===== src/rtl/dram_seq_pkg.sv =====
package dram_seq_pkg;

  localparam int unsigned LANES  = 2;
  localparam int unsigned BANKS  = 2;
  localparam int unsigned BANK_W = (BANKS > 1) ? $clog2(BANKS) : 1;

  typedef logic [LANES-1:0]  lane_mask_t;
  typedef logic [BANK_W-1:0] bank_t;

  typedef struct packed {
    bank_t      bank;
    lane_mask_t lanes;
    logic       burst;
  } acc_ctx_t;

  function automatic bank_t pick_bank(input logic two_banks, input logic big_dev,
                                      input logic bit_small, input logic bit_large);
    bank_t b;
    b = '0;
    if (two_banks) b[0] = big_dev ? bit_large : bit_small;
    return b;
  endfunction

endpackage


===== src/rtl/dram_seq_chain.sv =====
module dram_seq_chain #(
  parameter int unsigned STAGES = 4
) (
  input  logic              clk_i,
  input  logic              rst_ni,
  input  logic              req_i,
  input  logic              stb_i,
  output logic              start_o,
  output logic [STAGES-1:0] stage_o
);

  logic [STAGES-1:0] stage_q, stage_d;

  assign start_o = req_i & stb_i & ~(|stage_q);

  assign stage_d[0] = start_o | (stage_q[0] & req_i);

  for (genvar k = 1; k < STAGES; k++) begin : g_tap
    if (k == STAGES - 1) begin : g_guard
      // last stage not gated by request: one-clock precharge guard
      assign stage_d[k] = stage_q[k-1];
    end else begin : g_shift
      assign stage_d[k] = stage_q[k-1] & req_i;
    end
  end

  always_ff @(posedge clk_i or negedge rst_ni) begin
    if (!rst_ni) stage_q <= '0;
    else         stage_q <= stage_d;
  end

  assign stage_o = stage_q;

  a_r2_start_sets_ras: assert property (@(posedge clk_i) disable iff (!rst_ni)
    start_o |=> stage_q[0]);

  a_r9_release_clears: assert property (@(posedge clk_i) disable iff (!rst_ni)
    !req_i |=> (stage_q[STAGES-2:0] == '0));

endmodule


===== src/rtl/dram_seq_burst.sv =====
module dram_seq_burst #(
  parameter int unsigned BEATS = 4
) (
  input  logic                     clk_i,
  input  logic                     rst_ni,
  input  logic                     start_i,
  input  logic                     burst_i,
  input  logic [$clog2(BEATS)-1:0] lo_i,
  input  logic                     cas_win_i,
  output logic [$clog2(BEATS)-1:0] lo_o,
  output logic                     gap_o
);

  localparam int unsigned BEAT_W = $clog2(BEATS);
  localparam logic [BEAT_W-1:0] LAST_BEAT = BEAT_W'(BEATS - 1);

  logic              burst_q, gap_q;
  logic [BEAT_W-1:0] cnt_q, lo_q;
  logic              step;

  assign step = cas_win_i & burst_q & ~gap_q & (cnt_q != LAST_BEAT);

  always_ff @(posedge clk_i or negedge rst_ni) begin
    if (!rst_ni) begin
      burst_q <= 1'b0;
      gap_q   <= 1'b0;
      cnt_q   <= '0;
      lo_q    <= '0;
    end else if (start_i) begin
      burst_q <= burst_i;
      gap_q   <= 1'b0;
      cnt_q   <= '0;
      lo_q    <= lo_i;
    end else if (!cas_win_i) begin
      gap_q   <= 1'b0;
    end else if (gap_q) begin
      gap_q   <= 1'b0;
    end else if (step) begin
      gap_q   <= 1'b1;
      cnt_q   <= cnt_q + BEAT_W'(1);
      lo_q    <= lo_q + BEAT_W'(1);
    end
  end

  assign lo_o  = lo_q;
  assign gap_o = gap_q;

  a_r8_lo_steps_by_one: assert property (@(posedge clk_i) disable iff (!rst_ni)
    !$past(start_i) |-> (lo_q == $past(lo_q) || lo_q == $past(lo_q) + BEAT_W'(1)));

  a_r7_gap_one_clock: assert property (@(posedge clk_i) disable iff (!rst_ni)
    gap_q |=> !gap_q);

endmodule


===== src/rtl/dram_seq_casdec.sv =====
module dram_seq_casdec
  import dram_seq_pkg::*;
(
  input  logic                   en_i,
  input  bank_t                  bank_i,
  input  lane_mask_t             lanes_i,
  output logic [BANKS*LANES-1:0] cas_no_o
);

  for (genvar b = 0; b < BANKS; b++) begin : g_bank
    for (genvar l = 0; l < LANES; l++) begin : g_lane
      assign cas_no_o[b*LANES+l] = ~(en_i & (bank_i == bank_t'(b)) & lanes_i[l]);
    end
  end

endmodule


===== src/rtl/dram_seq.sv =====
module dram_seq
  import dram_seq_pkg::*;
#(
  parameter int unsigned DEV_SMALL_AW = 18,
  parameter int unsigned DEV_LARGE_AW = 20,
  parameter int unsigned CHAIN_STAGES = 4,
  parameter int unsigned BURST_BEATS  = 4
) (
  input  logic                          clk_i,
  input  logic                          rst_ni,
  input  logic                          req_i,
  input  logic                          stb_i,
  input  logic [DEV_LARGE_AW+1:0]       addr_i,
  input  logic [LANES-1:0]              be_i,
  input  logic                          burst_i,
  input  logic [1:0]                    size_i,
  output logic                          ras_no_o,
  output logic [BANKS*LANES-1:0]        cas_no_o,
  output logic                          mux_col_o,
  output logic [$clog2(BURST_BEATS)-1:0] lo_addr_o
);

  localparam int unsigned BEAT_W     = $clog2(BURST_BEATS);
  localparam int unsigned BANK_BIT_S = DEV_SMALL_AW + 1;
  localparam int unsigned BANK_BIT_L = DEV_LARGE_AW + 1;
  localparam int unsigned TAP_RAS    = 0;
  localparam int unsigned TAP_MUX    = 1;
  localparam int unsigned TAP_CAS    = 2;

  logic [CHAIN_STAGES-1:0] stage;
  logic                    start, gap;
  acc_ctx_t                ctx_q, ctx_d;
  logic                    unused_bits;

  dram_seq_chain #(.STAGES(CHAIN_STAGES)) u_chain (
    .clk_i   (clk_i),
    .rst_ni  (rst_ni),
    .req_i   (req_i),
    .stb_i   (stb_i),
    .start_o (start),
    .stage_o (stage)
  );

  assign ctx_d.bank  = pick_bank(size_i[0], size_i[1], addr_i[BANK_BIT_S], addr_i[BANK_BIT_L]);
  assign ctx_d.lanes = be_i;
  assign ctx_d.burst = burst_i;

  always_ff @(posedge clk_i or negedge rst_ni) begin
    if (!rst_ni)    ctx_q <= '0;
    else if (start) ctx_q <= ctx_d;
  end

  dram_seq_burst #(.BEATS(BURST_BEATS)) u_burst (
    .clk_i     (clk_i),
    .rst_ni    (rst_ni),
    .start_i   (start),
    .burst_i   (burst_i),
    .lo_i      (addr_i[BEAT_W:1]),
    .cas_win_i (stage[TAP_CAS]),
    .lo_o      (lo_addr_o),
    .gap_o     (gap)
  );

  dram_seq_casdec u_casdec (
    .en_i     (stage[TAP_CAS] & ~gap),
    .bank_i   (ctx_q.bank),
    .lanes_i  (ctx_q.lanes),
    .cas_no_o (cas_no_o)
  );

  assign ras_no_o  = ~stage[TAP_RAS];
  assign mux_col_o = stage[TAP_MUX];

  assign unused_bits = ^{addr_i, stage, ctx_q.burst};

  a_r3_mux_after_ras: assert property (@(posedge clk_i) disable iff (!rst_ni)
    $rose(mux_col_o) |-> $past(!ras_no_o));

  a_r4_cas_needs_mux: assert property (@(posedge clk_i) disable iff (!rst_ni)
    (cas_no_o != '1) |-> mux_col_o);

  a_r9_cas_inside_ras: assert property (@(posedge clk_i) disable iff (!rst_ni)
    (cas_no_o != '1) |-> !ras_no_o);

  a_r5_one_bank_only: assert property (@(posedge clk_i) disable iff (!rst_ni)
    !((cas_no_o[LANES-1:0] != '1) && (cas_no_o[2*LANES-1:LANES] != '1)));

  a_r10_ras_precharge: assert property (@(posedge clk_i) disable iff (!rst_ni)
    $rose(ras_no_o) |=> ras_no_o);

endmodule


===== config.mk =====
export PLATFORM = sky130hd
export DESIGN_NAME = dram_seq
export DESIGN_NICKNAME = d
export VERILOG_FILES = /design/src/rtl/dram_seq_pkg.sv /design/src/rtl/dram_seq_chain.sv /design/src/rtl/dram_seq_burst.sv /design/src/rtl/dram_seq_casdec.sv /design/src/rtl/dram_seq.sv
export SDC_FILE = /design/constraint.sdc
export NUM_CORES = 1
export LEC_CHECK = 0
export BUFFER_PORTS_ARGS = -buffer_cell sky130_fd_sc_hd__buf_2
export CORE_UTILIZATION = 43
export DETAILED_ROUTE_END_ITERATION = 8
export MAX_ROUTING_LAYER = met4
export PLACE_DENSITY = 0.91
export SLEW_MARGIN = 20
export SYNTH_ARGS = -nofsm -noshare
export SYNTH_HDL_FRONTEND = slang
export SYNTH_HIERARCHICAL = 1
export SYNTH_SLANG_ARGS = --single-unit

===== constraint.sdc =====
create_clock -name clk_i -period 3.69 [get_ports clk_i]
set_input_delay 0.738 -clock clk_i [delete_from_list [all_inputs] [get_ports clk_i]]
set_output_delay 0.738 -clock clk_i [all_outputs]
set_load 0.005 [all_outputs]

==> results of run 1 <==
[synth_stat cells]
master	instances	area (um2)
a21boi_1	1	7.51
a22oi_1	1	7.51
and2_1	2	12.5
and4bb_1	1	12.5
buf_2	1	5.00
buf_4	1	7.51
buf_6	1	11.3
dfrtp_1	13	325
ha_1	1	12.5
inv_1	3	11.3
mux2_2	3	33.8
mux2i_1	2	20.0
nand2_1	3	11.3
nand3_1	3	15.0
nand3b_1	2	15.0
nor2_1	3	11.3
nor2b_1	2	12.5
nor3b_1	1	7.51
nor3b_2	1	12.5
o21ai_0	1	5.00
o22ai_1	1	6.26
or3b_1	1	8.76
or4b_1	1	10.0
xnor2_1	2	17.5
[kinds of logic after synthesis]
logic type      after synthesis
simple gates                 20
buf+inv                       6
compound gates                4
fa+ha+maj                     1
mux                           5
xor+xnor                      2
flops                        13
[metrics by stage]
stage	util	hold WS, ps	power, uW
after floorplan	-	371	234
after global placement	0.534	415	256
after detailed placement	0.534	418	261
after CTS	0.554	341	348
after global routing	0.554	347	367
final	0.554	338	343
[metal layers]
| layer | vias to the layer above | track usage | share of wire |
|---|---|---|---|
| met3 | 2 | 0.0170 | 0.032 |
| met4 | 0 | 0.103 | 0.0053 |
| met5 | - | - | 0 |
| li1 | 218 | - | - |
| met1 | 188 | 0.196 | 0.49 |
| met2 | 8 | 0.229 | 0.47 |
[how the worst max path moves through the flow]
stage               depth (start not counted)  slack (ps)                     endpoint
floorplan                                   4        1520  u_burst/burst_q$_DFFE_PN0P_
global route                                6        1380  u_burst/lo_o[1]$_DFFE_PN0P_
global placement                            4        1210         ctx_q[1]$_DFFE_PN0P_
CTS                                         4        1480         ctx_q[1]$_DFFE_PN0P_
finish                                      4        1460         ctx_q[1]$_DFFE_PN0P_
detailed placement                          4        1170         ctx_q[1]$_DFFE_PN0P_
[final cells by class]
| type | count | area [um2] |
|---|---|---|
| Clock buffer | 4 | 26.3 |
| Tap cell | 15 | 18.8 |
| Fill cell | 117 | 581 |
| Inverter | 3 | 11.3 |
| Sequential cell | 13 | 325 |
| Timing Repair Buffer | 20 | 100 |
| Multi-Input combinational cell | 32 | 239 |
[power breakdown]
group | switching, uW | internal [uW] | total [uW]
sequential | 19.8 | 168 | 188
clock | 43.5 | 41.8 | 85.3
combinational | 29.0 | 40.9 | 70.0
[critical path, cell delays in order]
cell	delay [ps]
buf_2	70
or4b_1	480
nor3b_2	680
mux2_2	410
[flip-flops by register name, summed over array words and instances, names as in the netlist]
signal	flops
u_burst/burst_q	1
u_burst/cnt_q	2
u_chain/stage_o	4
u_burst/lo_o	2
ctx_q	3
u_burst/gap_o	1
==> metrics, run 1 <==
via count 416; Max Freq 0.449 GHz; crit path time final 2230 ps; Setup WS post-layout 1460 ps; flop-to-flop setup slack 1510 ps; layout cells sized above 1 0.375; worst-margin pin slew 800 ps; RSZ-0062 raised after global routing false; Final Max Tran Viols 0; WP data arrival 2380 ps; synthesized area per cell 11.8 um2; worst-case clock skew 2.46 ps; Startpoint Class input port; WL final 944 um; Synth Cell Area 599 um2; Final #Nets 105; Cell Rows 13; Tot GR Track Use 0.153; crit share post-route 0.604; Post-Syn Instances 51; Worst Reg-to-Reg Cells 3; total grt overflow 0; final setup violation count 0; post-CTS setup buffer count 0; Synth Area in Adders 0.0209; Yosys Warn Count 6; Worst slew margin 0.464; leading cell type in the layout, fill and taps excluded buf_2; XOR/XNOR Fraction of Synth Area 0.0292; CTS tree built; Placed Instance Area 694 um2; H-Tree Depth 1; root buffer cell clkbuf_4; initial antenna violation count 0; final hold viol count 0; worst vdd ir 0.000274 V; Setup WS pre-CTS 1170 ps; hold crit path type input port to async pin; synthesized net count 83; cts bufs inserted 3; clk sink count 13; r2r startpoint u_chain/stage_o[2]$_DFF_PN0_; CTS Hold Bufs 0; Final Non-Filler Cells 87; Area Overhead vs Synth 20.3%; Clock Path Buffers 2; area of the die 0.00155 mm2; Synth cell types 24; Leakage 0.000349 uW; number of global-route vias before repair 364; Die H 39.3 um; quantity of gates resized following cts 0; Finished Cell Area 721 um2; pin count of the biggest net entering global routing 15; DRT iter0 DRCs 14; # DRC 0; main combinational cell family by area after synthesis simple AND/OR/NAND/NOR gates; diode count 0; PortBufs 20; DRT Pass-1 Iters 3; setup TNS 0 ps; worst-path fanout max 14; RD Place Congestion 0.695; Die X 39.3 um; first-pass GRT wire length 1500 um; max-cap viol count 0; Worst-path clk slew 80 ps; Synth Area in Compound Gates 0.0438; detailed placement HPWL 717 um; Starting Density 0.461; CP Data Required Time 3850 ps; Simple-Gate Fraction of Synth Area 0.215; R2R Path End ctx_q[1]$_DFFE_PN0P_; post-synthesis sequential area ratio 0.543; crit path from stb_i; power per cell area 476 mW/mm2; crit end category flip-flop; core area 0.00130 mm2; routed vias/inst 4.78; Antenna Nets Post-Route 0; routed len/inst 10.9 um; Ports 39; synthesized flop and latch total 13; most frequent cells in the layout 20 x buf_2, 13 x dfrtp_1; Worst-Skew Late Latency 270 ps; Post-Place Cells 83; mux contribution to synthesized area 0.0898; Crit Path Category input port to flip-flop; run status complete, no violations
(Power assumes the default switching activity.)
==> inputs of run 2 (changes only) <==
Settings changed: CORE_UTILIZATION 43 to 36, PLACE_DENSITY 0.91 to 0.83.
Clock period 3.69 ns to 2 ns, I/O delays scaled along.
==> run 2 against run 1 <==
- routed wire length rose by 6.5%
- first-iteration DRC count fell by 79%
- highest routed layer is now met3
- hold slack got worse by 3.8 ps
- count of clock-buffer cells in the layout fell by 1
- sequential power rose by 86%
==> metrics, run 2 (synthesis results as in run 1) <==
Final Max Tran Viols 0 (unchanged); DRT iter0 DRCs 3 (was 14); worst vdd ir 0.000409 V (was 0.000274 V); run status complete, no violations (unchanged); max-cap viol count 0 (unchanged); # DRC 0 (unchanged); WP data arrival 2010 ps (was 2380 ps); max reg flops 4 (unchanged); crit path from u_chain/stage_o[2]$_DFF_PN0_ (was stb_i); Area Overhead vs Synth 23.6% (was 20.3%); final hold viol count 0 (unchanged); Starting Density 0.393 (was 0.461); CP Data Required Time 2150 ps (was 3850 ps); core area 0.00152 mm2 (was 0.00130 mm2); crit end category flip-flop (unchanged); Final Non-Filler Cells 90 (was 87); Worst Reg-to-Reg Cells 6 (was 3); crit path time final 1860 ps; total power 640 uW (was 343 uW); Antenna Nets Post-Route 0 (unchanged); Worst slew margin 0.810 (was 0.464); pin count of the biggest net entering global routing 15 (unchanged); Worst-path clk slew 80 ps (about the same); Die X 42.8 um (was 39.3 um); Setup WS pre-CTS 149 ps (was 1170 ps); power per cell area 864 mW/mm2 (was 476 mW/mm2); number of global-route vias before repair 426 (was 364); first-pass GRT wire length 1810 um (was 1500 um); final setup violation count 0 (unchanged); initial antenna violation count 0 (unchanged); post-CTS setup buffer count 0 (unchanged); Crit Path Category flip-flop to flip-flop (was input port to flip-flop); crit share post-route 0.931; R2R Path End u_burst/lo_o[1]$_DFFE_PN0P_ (was ctx_q[1]$_DFFE_PN0P_); Worst-Skew Late Latency 270 ps (about the same); hold crit path type input port to flip-flop (was input port to async pin); critical path endpoint u_burst/lo_o[1]$_DFFE_PN0P_ (was ctx_q[1]$_DFFE_PN0P_); Tot GR Track Use 0.139 (was 0.153); worst-margin pin slew 286 ps (was 800 ps); via count 438 (was 416); worst-case clock skew 4.07 ps (was 2.46 ps); flop-to-flop setup slack 140 ps (was 1510 ps); cts bufs inserted 3 (unchanged); WL final 1010 um (was 944 um); total grt overflow 0 (unchanged); most frequent cells in the layout 20 x buf_2, 13 x dfrtp_1 (unchanged); Startpoint Class flip-flop (was input port); worst-path fanout max 14 (unchanged); diode count 0 (unchanged); PortBufs 20 (unchanged); RD Place Congestion 0.654 (was 0.695); clk sink count 13 (unchanged); setup TNS 0 ps (unchanged); Cell Rows 14 (was 13); RSZ-0062 raised after global routing false (unchanged); CTS tree built (unchanged); Ports 39 (unchanged); Setup WS post-layout 138 ps (was 1460 ps); Leakage 0.000361 uW (was 0.000349 uW); H-Tree Depth 1 (unchanged); Clock Path Buffers 2 (unchanged); Max Freq 0.537 GHz; Die H 42.8 um (was 39.3 um); detailed placement HPWL 807 um (was 717 um); root buffer cell clkbuf_4 (unchanged); area of the die 0.00183 mm2 (was 0.00155 mm2); routed len/inst 11.2 um (was 10.9 um); leading cell type in the layout, fill and taps excluded buf_2 (unchanged); Final #Nets 107 (was 105); r2r startpoint u_chain/stage_o[2]$_DFF_PN0_ (unchanged); DRT Pass-1 Iters 2 (was 3); Post-Place Cells 85 (was 83); Hold Slack 334 ps (was 338 ps); routed vias/inst 4.87 (was 4.78); layout cells sized above 1 0.392 (was 0.375)
## run 2: cell types whose count changed in the layout (fill, tap and decap cells not counted), sizes merged
cell / change
clkinv: +1
clkbuf: -1
dlygate4sd3: +1
buf: +1
## run 2: repair_timing
item | 4_1_cts | 5_1_grt
setup endpoints to repair | 0 | 0
hold endpoints to repair | 8 | 0
hold buffers | 1 | 0
gates resized for setup | 0 | 0
## run 2: worst max-delay path, stage by stage, from the launching register on
cell     delay [ps]
dfrtp_1         420
or4b_1          560
nor3b_2         180
buf_4           210
nor2_1           70
a22oi_1         190
nand3_1         110
## run 2: how the worst min path moves through the flow
stage | startpoint | endpoint | slack, ps | depth (start not counted)
6_report | addr_i[1] | u_burst/lo_o[0]$_DFFE_PN0P_ | 330 | 3
3_3_place_gp | rst_ni | u_burst/lo_o[0]$_DFFE_PN0P_ | 290 | 1
4_1_cts | addr_i[1] | u_burst/lo_o[0]$_DFFE_PN0P_ | 330 | 3
5_1_grt | addr_i[1] | u_burst/lo_o[0]$_DFFE_PN0P_ | 340 | 3
2_1_floorplan | rst_ni | ctx_q[1]$_DFFE_PN0P_ | 100 | 0
3_5_place_dp | rst_ni | u_burst/lo_o[1]$_DFFE_PN0P_ | 300 | 1
## run 2: cell type report
| type | count | area (um2) |
|---|---|---|
| fillers | 138 | 783 |
| flip-flops and latches | 13 | 325 |
| multi-input cells | 32 | 239 |
| repair buffers | 22 | 118 |
| clock buffers | 3 | 22.5 |
| well taps | 16 | 20.0 |
| inverters | 3 | 11.3 |
| clock inverters | 1 | 5.00 |
## run 2: metrics by stage
step,area (um2),util
finish,741,0.486
detailed placement,703,0.461
global placement,703,0.461
global route,741,0.486
CTS,741,0.486
floorplan,599,-
## run 2: metal layers
metal	track usage	vias to the layer above	share of wire
li1	-	221	-
met1	0.167	205	0.46
met2	0.221	12	0.50
met3	0.0383	0	0.040
met4	0.0563	0	0
met5	-	-	0
## run 2: power breakdown
part / internal (uW) / switching [uW]
clock: 74.0 / 81.0
sequential: 310 / 39.4
combinational: 78.3 / 56.8
total: 462 / 177
==> inputs of run 3 (changes only) <==
Settings changed: PLACE_DENSITY 0.83 to 0.69.
==> run 3 against run 2 <==
- worst setup slack better by 45 ps
- cell area up 1.5%
- critical path type unchanged
- count of clock-buffer cells in the layout increased by 1
- sequential power barely moved
- maximum frequency is 2.5% higher
- global-route usage up 0.079 points
- critical endpoint is now u_burst/burst_q$_DFFE_PN0P_
- non-clock buffer count stayed put
- core utilization rose by 0.74 points
- first-iteration DRC count is 67% lower
==> metrics, run 3 (synthesis results as in run 1) <==
Sw Ratio 0.263 (was 0.277); flop-to-flop setup slack 180 ps (was 140 ps); final cell utilization of the core 0.493 (was 0.486); Die H 42.8 um (unchanged); clk sink count 13 (unchanged); post-CTS setup buffer count 0 (unchanged); # fillers 143 (was 138); Worst-Skew Late Latency 270 ps (about the same); Clock Path Buffers 2 (unchanged); combinational power share 0.210 (was 0.211); RD Place Congestion 0.661 (was 0.654); Min-Delay Path Depth 3 (unchanged); sequential group share of total power 0.547 (was 0.546); first-pass GRT wire length 1730 um (was 1810 um); Worst slew margin 0.811 (was 0.810); crit share post-route 0.908 (was 0.931); Startpoint Class flip-flop (unchanged); total power 635 uW (was 640 uW); Final Max Tran Viols 0 (unchanged); worst-margin pin slew 284 ps (was 286 ps); final setup violation count 0 (unchanged); area of the die 0.00183 mm2 (unchanged); Tot GR Track Use 0.140 (was 0.139); WL final 976 um (was 1010 um); Setup WS pre-CTS 161 ps (was 149 ps); Die X 42.8 um (unchanged); Area Overhead vs Synth 25.5% (was 23.6%); max reg flops 4 (unchanged); core area 0.00152 mm2 (unchanged); Setup WS post-layout 183 ps (was 138 ps); Worst-path clk slew 70 ps (was 80 ps); diode count 0 (unchanged); max-cap viol count 0 (unchanged); routed vias/inst 4.76 (was 4.87); Final #Nets 107 (unchanged); cts bufs inserted 3 (unchanged); Leakage 0.000362 uW (was 0.000361 uW); run status complete, no violations (unchanged); hold crit path type input port to flip-flop (unchanged); final hold viol count 0 (unchanged); leading cell type in the layout, fill and taps excluded buf_2 (unchanged); setup TNS 0 ps (unchanged); Hold Path Sink u_burst/lo_o[0]$_DFFE_PN0P_ (unchanged); Hold Path Origin addr_i[1] (unchanged); R2R Path End u_burst/burst_q$_DFFE_PN0P_ (was u_burst/lo_o[1]$_DFFE_PN0P_); register area 325 um2 (unchanged); power per cell area 845 mW/mm2 (was 864 mW/mm2); worst-path fanout max 14 (unchanged); detailed placement HPWL 734 um (was 807 um); Finished Cell Area 752 um2 (was 741 um2); Crit Path Category flip-flop to flip-flop (unchanged); RSZ-0062 raised after global routing false (unchanged); internal power 468 uW (was 462 uW); Max Freq 0.550 GHz (was 0.537 GHz); initial antenna violation count 0 (unchanged); pin count of the biggest net entering global routing 15 (unchanged); total grt overflow 0 (unchanged); Worst Reg-to-Reg Cells 4 (was 6); clock share of power 0.243 (was 0.242); Placed Instance Area 716 um2 (was 703 um2); DRT iter0 DRCs 1 (was 3); Psw 167 uW (was 177 uW); number of global-route vias before repair 395 (was 426); worst-case clock skew 2.60 ps (was 4.07 ps); # DRC 0 (unchanged); CTS tree built (unchanged); Starting Density 0.393 (unchanged); H-Tree Depth 1 (unchanged); crit end category flip-flop (unchanged); Antenna Nets Post-Route 0 (unchanged); worst vdd ir 0.000494 V (was 0.000409 V); r2r startpoint u_chain/stage_o[2]$_DFF_PN0_ (unchanged); multi-input logic area 239 um2 (unchanged); Ports 39 (unchanged); DRT Pass-1 Iters 4 (was 2); CP Data Required Time 2160 ps (was 2150 ps); via count 428 (was 438); crit path time final 1820 ps (was 1860 ps); routed len/inst 10.8 um (was 11.2 um); layout cells sized above 1 0.378 (was 0.392); WP data arrival 1970 ps (was 2010 ps); Cell Rows 14 (unchanged); PortBufs 20 (unchanged); most frequent cells in the layout 20 x buf_2, 13 x dfrtp_1 (unchanged); root buffer cell clkbuf_4 (unchanged)
run 3: changes by cell type in the layout (fill, tap and decap cells not counted):
cell	change
buf_12	+1
clkinv_2	-1
buf_4	-1
clkbuf_1	+1
run 3: power by group through the flow:
| stage | Clock (uW) | Combinational [uW] | Sequential (uW) |
|---|---|---|---|
| 2_1_floorplan | 0 | 85.0 | 347 |
| 3_3_place_gp | 0 | 130 | 350 |
| 3_5_place_dp | 0 | 134 | 353 |
| 4_1_cts | 165 | 134 | 348 |
| 5_1_grt | 187 | 151 | 356 |
| 6_report | 154 | 134 | 347 |
run 3: timing repair:
item | 4_1_cts | 5_1_grt
endpoints found under the hold margin | 0 | 6
hold buffers | 0 | 1
resized for setup | 0 | 0
run 3: worst max path at each step:
stage                                      start                          end  slack (ps)  cells past startpoint
floorplan           u_chain/stage_o[2]$_DFF_PN0_  u_burst/burst_q$_DFFE_PN0P_         130                      4
global placement                           stb_i         ctx_q[2]$_DFFE_PN0P_         180                      5
detailed placement                         stb_i  u_burst/burst_q$_DFFE_PN0P_         160                      5
CTS                 u_chain/stage_o[2]$_DFF_PN0_  u_burst/burst_q$_DFFE_PN0P_         160                      4
global route        u_chain/stage_o[2]$_DFF_PN0_         ctx_q[1]$_DFFE_PN0P_         120                      4
finish              u_chain/stage_o[2]$_DFF_PN0_  u_burst/burst_q$_DFFE_PN0P_         180                      4
run 3: critical path: stages (launching register included):
cell and delay [ps]:
dfrtp_1 410, or4b_1 560, nor3b_2 250, buf_12 170
mux2_2 320
run 3: per-layer routing:
metal / up-vias / track usage / share of wire
met2: 13 / 0.206 / 0.48
met3: 2 / 0.0766 / 0.052
li1: 220 / - / -
met1: 193 / 0.150 / 0.45
met4: 0 / 0.0750 / 0.013
met5: - / - / 0
run 3: final cells by class:
cell class,count,share of cell area
flip-flops and latches,13,0.433
multi-input cells,32,0.318
repair buffers,22,0.173
clock buffers,4,0.0349
well taps,16,0.0266
inverters,3,0.0150
run 3: per-stage QoR:
| stage | hold slack, ps | std cells |
|---|---|---|
| 2_1_floorplan | 104 | 51 |
| 4_1_cts | 2.70 | 89 |
| 3_3_place_gp | 301 | 85 |
| 6_report | 342 | 90 |
| 3_5_place_dp | 306 | 85 |
| 5_1_grt | 333 | 90 |
